$ cat src/rtl/sfifo_pkg.sv
package sfifo_pkg;
  localparam int NUM_CH = 2;
  typedef enum logic {
    CH_LEFT  = 1'b0,
    CH_RIGHT = 1'b1
  } chan_e;
endpackage

$ cat src/rtl/sfifo_channel.sv
module sfifo_channel #(
  parameter int DATA_W = 16,
  parameter int DEPTH  = 64,
  localparam int AW    = $clog2(DEPTH),
  localparam int CW    = $clog2(DEPTH + 1)
) (
  input  logic              clk,
  input  logic              rst_n,
  input  logic              push,
  input  logic [DATA_W-1:0] push_data,
  input  logic              pop,
  output logic [DATA_W-1:0] rd_data,
  output logic              underrun,
  output logic [CW-1:0]     cnt,
  output logic [CW-1:0]     cnt_nxt
);
  logic [DATA_W-1:0] mem [DEPTH];
  logic [AW-1:0]     wptr_q, wptr_nxt, rptr_q, rptr_nxt;
  logic [CW-1:0]     cnt_q;
  logic [DATA_W-1:0] rd_q, rd_nxt;
  logic              un_q, un_nxt;
  logic              push_ok, pop_ok;

  always_comb begin
    push_ok  = push && (cnt_q != CW'(DEPTH));
    pop_ok   = pop && (cnt_q != '0);
    wptr_nxt = wptr_q;
    rptr_nxt = rptr_q;
    cnt_nxt  = cnt_q;
    rd_nxt   = rd_q;
    un_nxt   = 1'b0;
    if (push_ok) begin
      wptr_nxt = (wptr_q == AW'(DEPTH - 1)) ? '0 : wptr_q + 1'b1;
    end
    if (pop_ok) begin
      rptr_nxt = (rptr_q == AW'(DEPTH - 1)) ? '0 : rptr_q + 1'b1;
    end
    if (push_ok && !pop_ok) begin
      cnt_nxt = cnt_q + 1'b1;
    end else if (pop_ok && !push_ok) begin
      cnt_nxt = cnt_q - 1'b1;
    end
    if (pop) begin
      rd_nxt = pop_ok ? mem[rptr_q] : '0;
      un_nxt = !pop_ok;
    end
  end

  always_ff @(posedge clk) begin
    if (push_ok) begin
      mem[wptr_q] <= push_data;
    end
  end

  always_ff @(posedge clk or negedge rst_n) begin
    if (!rst_n) begin
      wptr_q <= '0;
      rptr_q <= '0;
      cnt_q  <= '0;
      rd_q   <= '0;
      un_q   <= 1'b0;
    end else begin
      wptr_q <= wptr_nxt;
      rptr_q <= rptr_nxt;
      cnt_q  <= cnt_nxt;
      if (pop) begin
        rd_q <= rd_nxt;
      end
      un_q <= un_nxt;
    end
  end

  assign cnt      = cnt_q;
  assign rd_data  = rd_q;
  assign underrun = un_q;
endmodule

$ cat src/rtl/sfifo_dreq.sv
module sfifo_dreq #(
  parameter int DEPTH = 64,
  localparam int CW   = $clog2(DEPTH + 1)
) (
  input  logic          clk,
  input  logic          rst_n,
  input  logic          en,
  input  logic [CW-1:0] cnt_nxt,
  output logic          dreq
);
  logic req_q, req_nxt;

  always_comb begin
    req_nxt = req_q;
    if (!en) begin
      req_nxt = 1'b0;
    end else if (cnt_nxt == '0) begin
      req_nxt = 1'b1;
    end else if (cnt_nxt == CW'(DEPTH)) begin
      req_nxt = 1'b0;
    end
  end

  always_ff @(posedge clk or negedge rst_n) begin
    if (!rst_n) begin
      req_q <= 1'b0;
    end else begin
      req_q <= req_nxt;
    end
  end

  assign dreq = req_q;
endmodule

$ cat src/rtl/sfifo_steer.sv
module sfifo_steer
  import sfifo_pkg::*;
(
  input  logic              stereo,
  input  logic              dma_en,
  input  logic              ack_high,
  input  logic              host_wr,
  input  logic              host_ch,
  input  logic              dma_wr_n,
  input  logic              ack_l,
  input  logic              ack_r,
  output logic [NUM_CH-1:0] push
);
  logic host_go, dma_go, act_l, act_r, host_right;

  always_comb begin
    host_go    = !dma_en && host_wr;
    dma_go     = dma_en && !dma_wr_n;
    act_l      = ack_high ? ack_l : !ack_l;
    act_r      = stereo && (ack_high ? ack_r : !ack_r);
    host_right = stereo && (chan_e'(host_ch) == CH_RIGHT);
    push[CH_LEFT]  = (host_go && !host_right) || (dma_go && act_l);
    push[CH_RIGHT] = (host_go && host_right) || (dma_go && act_r && !act_l);
  end
endmodule

$ cat src/rtl/stereo_sample_fifo.sv
module stereo_sample_fifo
  import sfifo_pkg::*;
#(
  parameter int DATA_W   = 16,
  parameter int CAP_BITS = 1024,
  localparam int DEPTH   = CAP_BITS / DATA_W,
  localparam int CW      = $clog2(DEPTH + 1)
) (
  input  logic              clk,
  input  logic              rst_n,
  input  logic              cfg_stereo,
  input  logic              cfg_dma_en,
  input  logic              cfg_flag_low,
  input  logic              cfg_ack_high,
  input  logic              host_wr,
  input  logic              host_ch,
  input  logic [DATA_W-1:0] wr_data,
  input  logic              dma_wr_n,
  input  logic              dma_ack_l,
  input  logic              dma_ack_r,
  output logic              dma_req_l,
  output logic              dma_req_r,
  input  logic              pop_l,
  input  logic              pop_r,
  output logic [DATA_W-1:0] rd_data_l,
  output logic [DATA_W-1:0] rd_data_r,
  output logic              underrun_l,
  output logic              underrun_r,
  output logic [1:0]        empty_flag,
  output logic [1:0]        half_flag,
  output logic [1:0]        full_flag,
  output logic              play_active
);
  logic [NUM_CH-1:0]             push, pop, under, req, req_en;
  logic [NUM_CH-1:0]             is_emp, is_mid, is_ful;
  logic [NUM_CH-1:0][CW-1:0]     cnt_q, cnt_nxt;
  logic [NUM_CH-1:0][DATA_W-1:0] rdat;
  logic                          play_q, play_nxt, all_mid, all_emp;

  assign pop    = {pop_r, pop_l};
  assign req_en = {cfg_dma_en && cfg_stereo, cfg_dma_en};

  sfifo_steer u_steer (
    .stereo   (cfg_stereo),
    .dma_en   (cfg_dma_en),
    .ack_high (cfg_ack_high),
    .host_wr  (host_wr),
    .host_ch  (host_ch),
    .dma_wr_n (dma_wr_n),
    .ack_l    (dma_ack_l),
    .ack_r    (dma_ack_r),
    .push     (push)
  );

  for (genvar c = 0; c < NUM_CH; c++) begin : g_ch
    sfifo_channel #(.DATA_W(DATA_W), .DEPTH(DEPTH)) u_fifo (
      .clk       (clk),
      .rst_n     (rst_n),
      .push      (push[c]),
      .push_data (wr_data),
      .pop       (pop[c]),
      .rd_data   (rdat[c]),
      .underrun  (under[c]),
      .cnt       (cnt_q[c]),
      .cnt_nxt   (cnt_nxt[c])
    );
    sfifo_dreq #(.DEPTH(DEPTH)) u_dreq (
      .clk     (clk),
      .rst_n   (rst_n),
      .en      (req_en[c]),
      .cnt_nxt (cnt_nxt[c]),
      .dreq    (req[c])
    );
    assign is_emp[c]     = (cnt_q[c] == '0);
    assign is_mid[c]     = (cnt_q[c] > CW'(DEPTH / 2));
    assign is_ful[c]     = (cnt_q[c] == CW'(DEPTH));
    assign empty_flag[c] = is_emp[c] ^ cfg_flag_low;
    assign half_flag[c]  = is_mid[c] ^ cfg_flag_low;
    assign full_flag[c]  = is_ful[c] ^ cfg_flag_low;
  end

  always_comb begin
    all_mid  = is_mid[CH_LEFT] && (!cfg_stereo || is_mid[CH_RIGHT]);
    all_emp  = is_emp[CH_LEFT] && (!cfg_stereo || is_emp[CH_RIGHT]);
    play_nxt = play_q;
    if (all_mid) begin
      play_nxt = 1'b1;
    end else if (all_emp) begin
      play_nxt = 1'b0;
    end
  end

  always_ff @(posedge clk or negedge rst_n) begin
    if (!rst_n) begin
      play_q <= 1'b0;
    end else begin
      play_q <= play_nxt;
    end
  end

  assign play_active = play_q;
  assign dma_req_l   = req[CH_LEFT];
  assign dma_req_r   = req[CH_RIGHT];
  assign rd_data_l   = rdat[CH_LEFT];
  assign rd_data_r   = rdat[CH_RIGHT];
  assign underrun_l  = under[CH_LEFT];
  assign underrun_r  = under[CH_RIGHT];
endmodule

$ cat config.mk
export PLATFORM = sky130hd
export DESIGN_NAME = stereo_sample_fifo
export DESIGN_NICKNAME = d
export VERILOG_FILES = /design/src/rtl/sfifo_pkg.sv /design/src/rtl/sfifo_channel.sv /design/src/rtl/sfifo_dreq.sv /design/src/rtl/sfifo_steer.sv /design/src/rtl/stereo_sample_fifo.sv
export SDC_FILE = /design/constraint.sdc
export NUM_CORES = 2
export LEC_CHECK = 0
export ABC_AREA = 1
export CAP_MARGIN = 20
export CORE_ASPECT_RATIO = 0.7
export CORE_UTILIZATION = 60
export CTS_CLUSTER_DIAMETER = 40
export DETAILED_ROUTE_END_ITERATION = 10
export PLACE_DENSITY = 0.72
export REMOVE_ABC_BUFFERS = 1
export SLEW_MARGIN = 20
export SYNTH_ARGS = -nofsm -noshare
export SYNTH_HDL_FRONTEND = slang
export SYNTH_SLANG_ARGS = --single-unit
$ cat constraint.sdc
create_clock -name clk -period 5.6 [get_ports clk]
set_input_delay 0.56 -clock clk [delete_from_list [all_inputs] [get_ports clk]]
set_output_delay 0.56 -clock clk [all_outputs]
set_load 0.01 [all_outputs]
## Yosys cells after proc, flatten, opt, wreduce, memory -nomap -nowiden

Memories as Yosys holds them, arrays and structs flattened.
Cells that the tools add are included.

| word-level totals | value |
|---|---|
| memory bits (writable) | 2,048 |
| ROM bits | 0 |
| register bits after elaboration | 75 |
| output and inout port bits | 43 |
| memories kept | 2 |
| input bits | 29 |
| latch bits | 0 |
| word-level logic and storage cells | 111 |

| operators by class | value |
|---|---|
| magnitude comparators | 2 |
| add/subtract/negate cells | 8 |
| multipliers | 0 |
| reductions and logical operators | 42 |
| shift operators | 0 |
| equal/unequal tests | 12 |
| bitwise logic cells | 6 |
| multiplexer cells | 26 |
| divide/modulo/power cells | 0 |

Memories:

| memory | words | width | rd ports | clocked after Yosys merged registers in | write ports | RTL line | source |
|---|---|---|---|---|---|---|---|
| g_ch[0].u_fifo.mem | 64 | 16 | 1 | 0 | 1 | sfifo_channel.sv:17 | `logic [DATA_W-1:0] mem [DEPTH];` |
| g_ch[1].u_fifo.mem | 64 | 16 | 1 | 0 | 1 | sfifo_channel.sv:17 |  |

Operators with widths:

| cell | count |
|---|---|
| $mux W16 | 2 |
| $eq A7 B7 Y1 const B | 4 |
| $logic_not A7 Y1 | 4 |
| $mux W7 | 4 |
| $add A6 B1 Y6 const B | 4 |
| $eq A6 B6 Y1 const B | 4 |
| $mux W6 | 4 |
| $logic_and A1 B1 Y1 | 20 |
| $mux W1 | 16 |
| $add A7 B1 Y7 const B | 2 |
| $gt A7 B6 Y1 const B | 2 |
| $ne A7 B7 Y1 const B | 2 |
| $reduce_bool A7 Y1 | 2 |
| $sub A7 B1 Y7 const B | 2 |
| $logic_not A1 Y1 | 11 |
| $xor A1 B1 Y1 | 6 |
| $logic_or A1 B1 Y1 | 4 |
| $ne A3 B1 Y1 const B | 1 |
| $ne A3 B3 Y1 const B | 1 |
| $reduce_bool A2 Y1 | 1 |

## Depth between registers and ports, before layout

| logic depth | value |
|---|---|
| word-level depth | 15 |
| depth in mapped cells | 17 |

## Modules after synthesis

Synthesis repeated with hierarchy kept, for this count alone.

| unflattened totals | value |
|---|---|
| cells, all modules | 8,643 |
| area, all modules | 90,511.8 µm² |

Modules (own cells, without submodules):

| module | area an instance (µm²) | instances | cells an instance |
|---|---|---|---|
| sfifo_channel at g_ch[1].u_fifo | 45,073.2 | 1 | 4,272 |
| sfifo_channel at g_ch[0].u_fifo | 44,974.4 | 1 | 4,285 |
| stereo_sample_fifo | 235.2 | 1 | 42 |
| sfifo_dreq | 71.3 | 2 | 12 |
| sfifo_steer | 86.3 | 1 | 20 |

## Worst setup path after synthesis

OpenSTA, ideal clock, no wires.

| timing | value |
|---|---|
| path kind | reg-to-reg |
| start | register g_ch[1].u_fifo.cnt_q[0] |
| end | memory g_ch[1].u_fifo.mem[10][0] (enable) |
| clock period less this slack | 2.754 ns |
| setup slack | 2.846 ns |
| arrival time | 2.366 ns |
| cell stages (with the launch flop) | 10 |
| data required time | 5.211 ns |
| path through | dfrtp_1 inv_1 ha_1 nor3b_2 nand3_2 nand2_2 buf_6 nor2_1 nand3_1 nor2_1 |

| on the way | value |
|---|---|
| cells in the longest elaborated chain, start to end | 4 |

RTL lines:

| item | RTL line | source |
|---|---|---|
| from (decl) | sfifo_channel.sv:19 | `logic [CW-1:0] cnt_q;` |
| from (signal assigned) | sfifo_channel.sv:65 | `cnt_q <= cnt_nxt;` |
| $ne A7 B7 Y1 | sfifo_channel.sv:25 | `push_ok = push && (cnt_q != CW'(DEPTH));` |
| $logic_and A1 B1 Y1 | sfifo_channel.sv:25 |  |
| $mux W1 | sfifo_channel.sv:50 | `if (push_ok) begin` |
| $mux W1 (implied by the code) | sfifo_channel.sv:51 | `mem[wptr_q] <= push_data;` |
| to (decl) | sfifo_channel.sv:17 |  |

Every way passes these cells.

## Worst setup path in the final report

| timing | value |
|---|---|
| start | register g_ch[0].u_fifo.rptr_q[1] |
| end | register g_ch[0].u_fifo.rd_q[14] |

| on the way | value |
|---|---|
| cells in the longest elaborated chain, start to end | 2 |

RTL lines:

| item | RTL line | source |
|---|---|---|
| from (decl) | sfifo_channel.sv:18 | `logic [AW-1:0] wptr_q, wptr_nxt, rptr_q, rptr_nxt;` |
| from (signal assigned) | sfifo_channel.sv:64 | `rptr_q <= rptr_nxt;` |
| $mem_v2 Z64 W16 | n/a |  |
| $mux W16 | sfifo_channel.sv:44 | `rd_nxt = pop_ok ? mem[rptr_q] : '0;` |
| to (signal assigned) | sfifo_channel.sv:67 | `rd_q <= rd_nxt;` |
| to (decl) | sfifo_channel.sv:20 | `logic [DATA_W-1:0] rd_q, rd_nxt;` |

Every way passes these cells.
A chain may end at the register's enable or synchronous reset.

==> reports/metrics.csv <==
metric,value,unit
Critical Path Sink Type,flip-flop,
drt first pass iters,7,
PD cells,500.2,mW/mm²
DRC Markers,0,
first-pass GRT wire length,334.3,mm
CTS Buf Count,201,
"Distinct cells, synth",41,
number of buffers added on ports,71,
WP data arrival,4.51,ns
RSZ-0062 raised after global routing,false,
Chip Height,315.7,µm
final setup vio count,0,
FF/Latch Area,0.06340,mm²
Core Footprint,0.1388,mm²
Post-CTS Resized,0,
Max Cap Viol,0,
CTS tree,built,
gpl congestion,0.9202,
total track usage,31.68,%
"EDFF count, synth",2048,
Psw,17.48,mW
Post-CTS Setup Bufs,0,
post-route ant nets,0,
top post-synthesis cells by area,"edfxtp_1 (73%), o21ai_0 (6.0%), nor2_1 (5.7%), nand2_1 (2.4%), dfrtp_1 (2.2%)",
initial antenna violation count,5,
"Slew Viols, Final",0,
Util after Layout,67.44,%
Final Cell Area,0.09360,mm²
root buffer cell,clkbuf_16,
Sw Ratio,37.33,%
Area Overhead vs Synth,10.94,%
YS warnings,0,
NumNets Final,6575,
relative slew slack,12.62,%
crit-path max FO,116,
Seq pwr share,39.4,%
Fin. Hold Viols,0,
final worst path period need,3.742,ns
"CTS clk-pin slew, worst paths",0.06,ns
"Avg Cell Area, Syn",13.00,µm²
Vias,55520,
H-tree levels,4,
final cell count without fillers,8568,
Clock Power Share,29.0,%
post-route clock skew,0.03103,ns
global route total overflow,0,
die width,450.2,µm
initial DRC count,9263,
CTS Buffer Depth,3,
Async SR Flop Fraction,3.533,%
most common cell in the netlist,edfxtp_1,
DR vias/cell,6.480,
drt wl/cell,26.63,µm
share of cells above drive strength 1,8.643,%
Setup CP Type,reg2reg,
number of synthesized register bits,2123,
Routed WL,228.2,mm
fmax,267.2,MHz
dominant synthesized flop cell,edfxtp_1,
Commonest cells post-synth,"edfxtp_1 (2048), nor2_1 (1275), o21ai_0 (1010)",
Max VDD drop,0.4383,mV
detailed placement HPWL,128.2,mm
Initial Util,60.79,%
CTS sink cnt,2123,
cell taking the most area after synthesis,edfxtp_1,
Die Area,0.1421,mm²
vias in the first global route,50880,
Hold Path Depth,1,
actual slew at the worst max-slew pin,1.311,ns
Final period util,66.83,%
largest net degree at the start of global routing,264,
CTS Hold Buffers Added,2,
status,completed,
Area after DPL,0.08701,mm²
Int Pwr,29.34,mW
Worst Hold Slack,0.1550,ns
Post-Synthesis Cells,6488,
worst skew pair latency,0.84,ns
Worst EP required,6.37,ns
Top Ports,72,
"Seq/Total Area, Yosys",75.12,%
Post-Syn Area,0.08437,mm²
Pwr Total,46.82,mW
share of the synthesized area in the top cell type,72.89,%
Leak Pwr,30.57,nW
Inst Count DP,8187,
CP Launch Type,flip-flop,
class of the worst hold path,in2reg,
Comb pwr share,31.6,%
Fillers,9542,
worst-case reg-to-reg path depth,10,
row cnt,114,
Multi-input gate area,0.01859,mm²
## placed cells by master (no fill, tap or decap), types with 3 or more instances in the layout
cell,netlist,final
nand2_4,3,3
nand2_2,4,4
xor2_1,28,28
clkdlybuf4s50_1,0,54
inv_2,13,13
clkinvlp_4,0,13
o211ai_1,74,74
nand4_1,36,36
nand3_1,264,264
clkinv_8,0,6
ha_1,10,10
buf_12,1,10
clkinv_2,0,30
inv_8,0,5
o21ai_0,1010,1010
buf_4,26,211
a31oi_1,13,13
clkinv_4,0,6
a211oi_2,12,12
nor3_1,10,10
inv_1,65,64
bufinv_16,0,16
nor2_1,1275,1271
o221ai_1,162,162
nand3_2,7,7
nand2_1,543,543
o22ai_1,289,289
a21oi_1,46,46
edfxtp_1,2048,2048
nor2_2,5,7
o21ai_1,42,42
dfrtp_4,0,6
inv_6,0,12
clkinv_1,8,51
dfrtp_1,75,69
clkbuf_16,0,208
nor2_4,1,3
clkbuf_1,227,38
## cells by family after synthesis
kind of cell               Yosys count  share of synthesized area [%]
adders and majority gates           10                         0.1483
xor gates and xnor gates            28                         0.2907
buffers and inverters              521                          2.875
DFF                               2123                          75.12
AOI/OAI and AO/OA                 1652                          11.31
and+or+nand+nor                   2154                          10.26
## flip-flops by register name (all words and copies together) (netlist names)
signal,flops
g_ch.u_dreq.dreq,2
g_ch.u_fifo.underrun,2
play_active,1
g_ch.u_fifo.rd_data,32
g_ch.u_fifo.rptr_q,12
g_ch.u_fifo.mem,2048
g_ch.u_fifo.wptr_q,12
g_ch.u_fifo.cnt,14
## final cells by class
type                    count  share of cell area (%)
clock buffers             248                   5.742
flip-flops and latches   2123                   67.73
well taps                1856                   2.481
repair buffers            278                   2.517
inverters                  88                  0.3983
multi-input cells        3844                   19.86
clock inverters           130                   1.269
diodes                      1                0.002673
## metal layers
metal | vias up | track usage, % | part of all wire (%)
met1 | 27200 | 49.69 | 41
met2 | 3824 | 43.82 | 43
met4 | 2 | 7.274 | 1.9
met5 | - | 0 | 0.0057
met3 | 348 | 9.280 | 15
li1 | 24150 | - | -
## power groups by stage
stage               registers [mW]  clock network [mW]  logic [mW]
floorplan                     19.4                   0        7.72
CTS                           18.4                13.7        14.3
finish                        18.4                13.6        14.8
global placement              18.8                   0        13.9
detailed placement            18.8                   0        14.2
global route                  18.5                14.3        15.8
## worst max-delay path, stage by stage, from the launching register on
cell,delay [ns]
dfrtp_4,0.77
inv_6,0.80
buf_4,0.71
o21ai_0,0.21
o22ai_1,0.18
nand2_1,0.13
nand4_1,0.16
nand3_1,0.24
nand3_1,0.27
nand2_1,0.08
nand2_1,0.08
## path summary, 6_finish.rpt
check	start	endpoint	slack, ns
worst max-delay path	g_ch[0].u_fifo.rptr_q[1]	g_ch[0].u_fifo.rd_data[14]	1.86
worst min-delay path	wr_data[13]	g_ch[0].u_fifo.mem[36][13]	0.16
worst max register to register	g_ch[0].u_fifo.rptr_q[1]	g_ch[0].u_fifo.rd_data[14]	1.86
worst min register to register	g_ch[1].u_fifo.rd_data[0]	g_ch[1].u_fifo.rd_data[0]	0.48
max in group asynchronous	rst_n	g_ch[0].u_fifo.rptr_q[2]	4.09
min in group asynchronous	rst_n	g_ch[1].u_fifo.wptr_q[0]	0.21
## metrics by stage
stage	setup TNS (ns)	setup WS [ns]
after floorplan	-329.73	-8.977
after CTS	0	2.016
after global routing	0	1.717
final	0	1.858
after detailed placement	0	1.654
after global placement	0	1.642
Power figures use the tool's default switching activity.
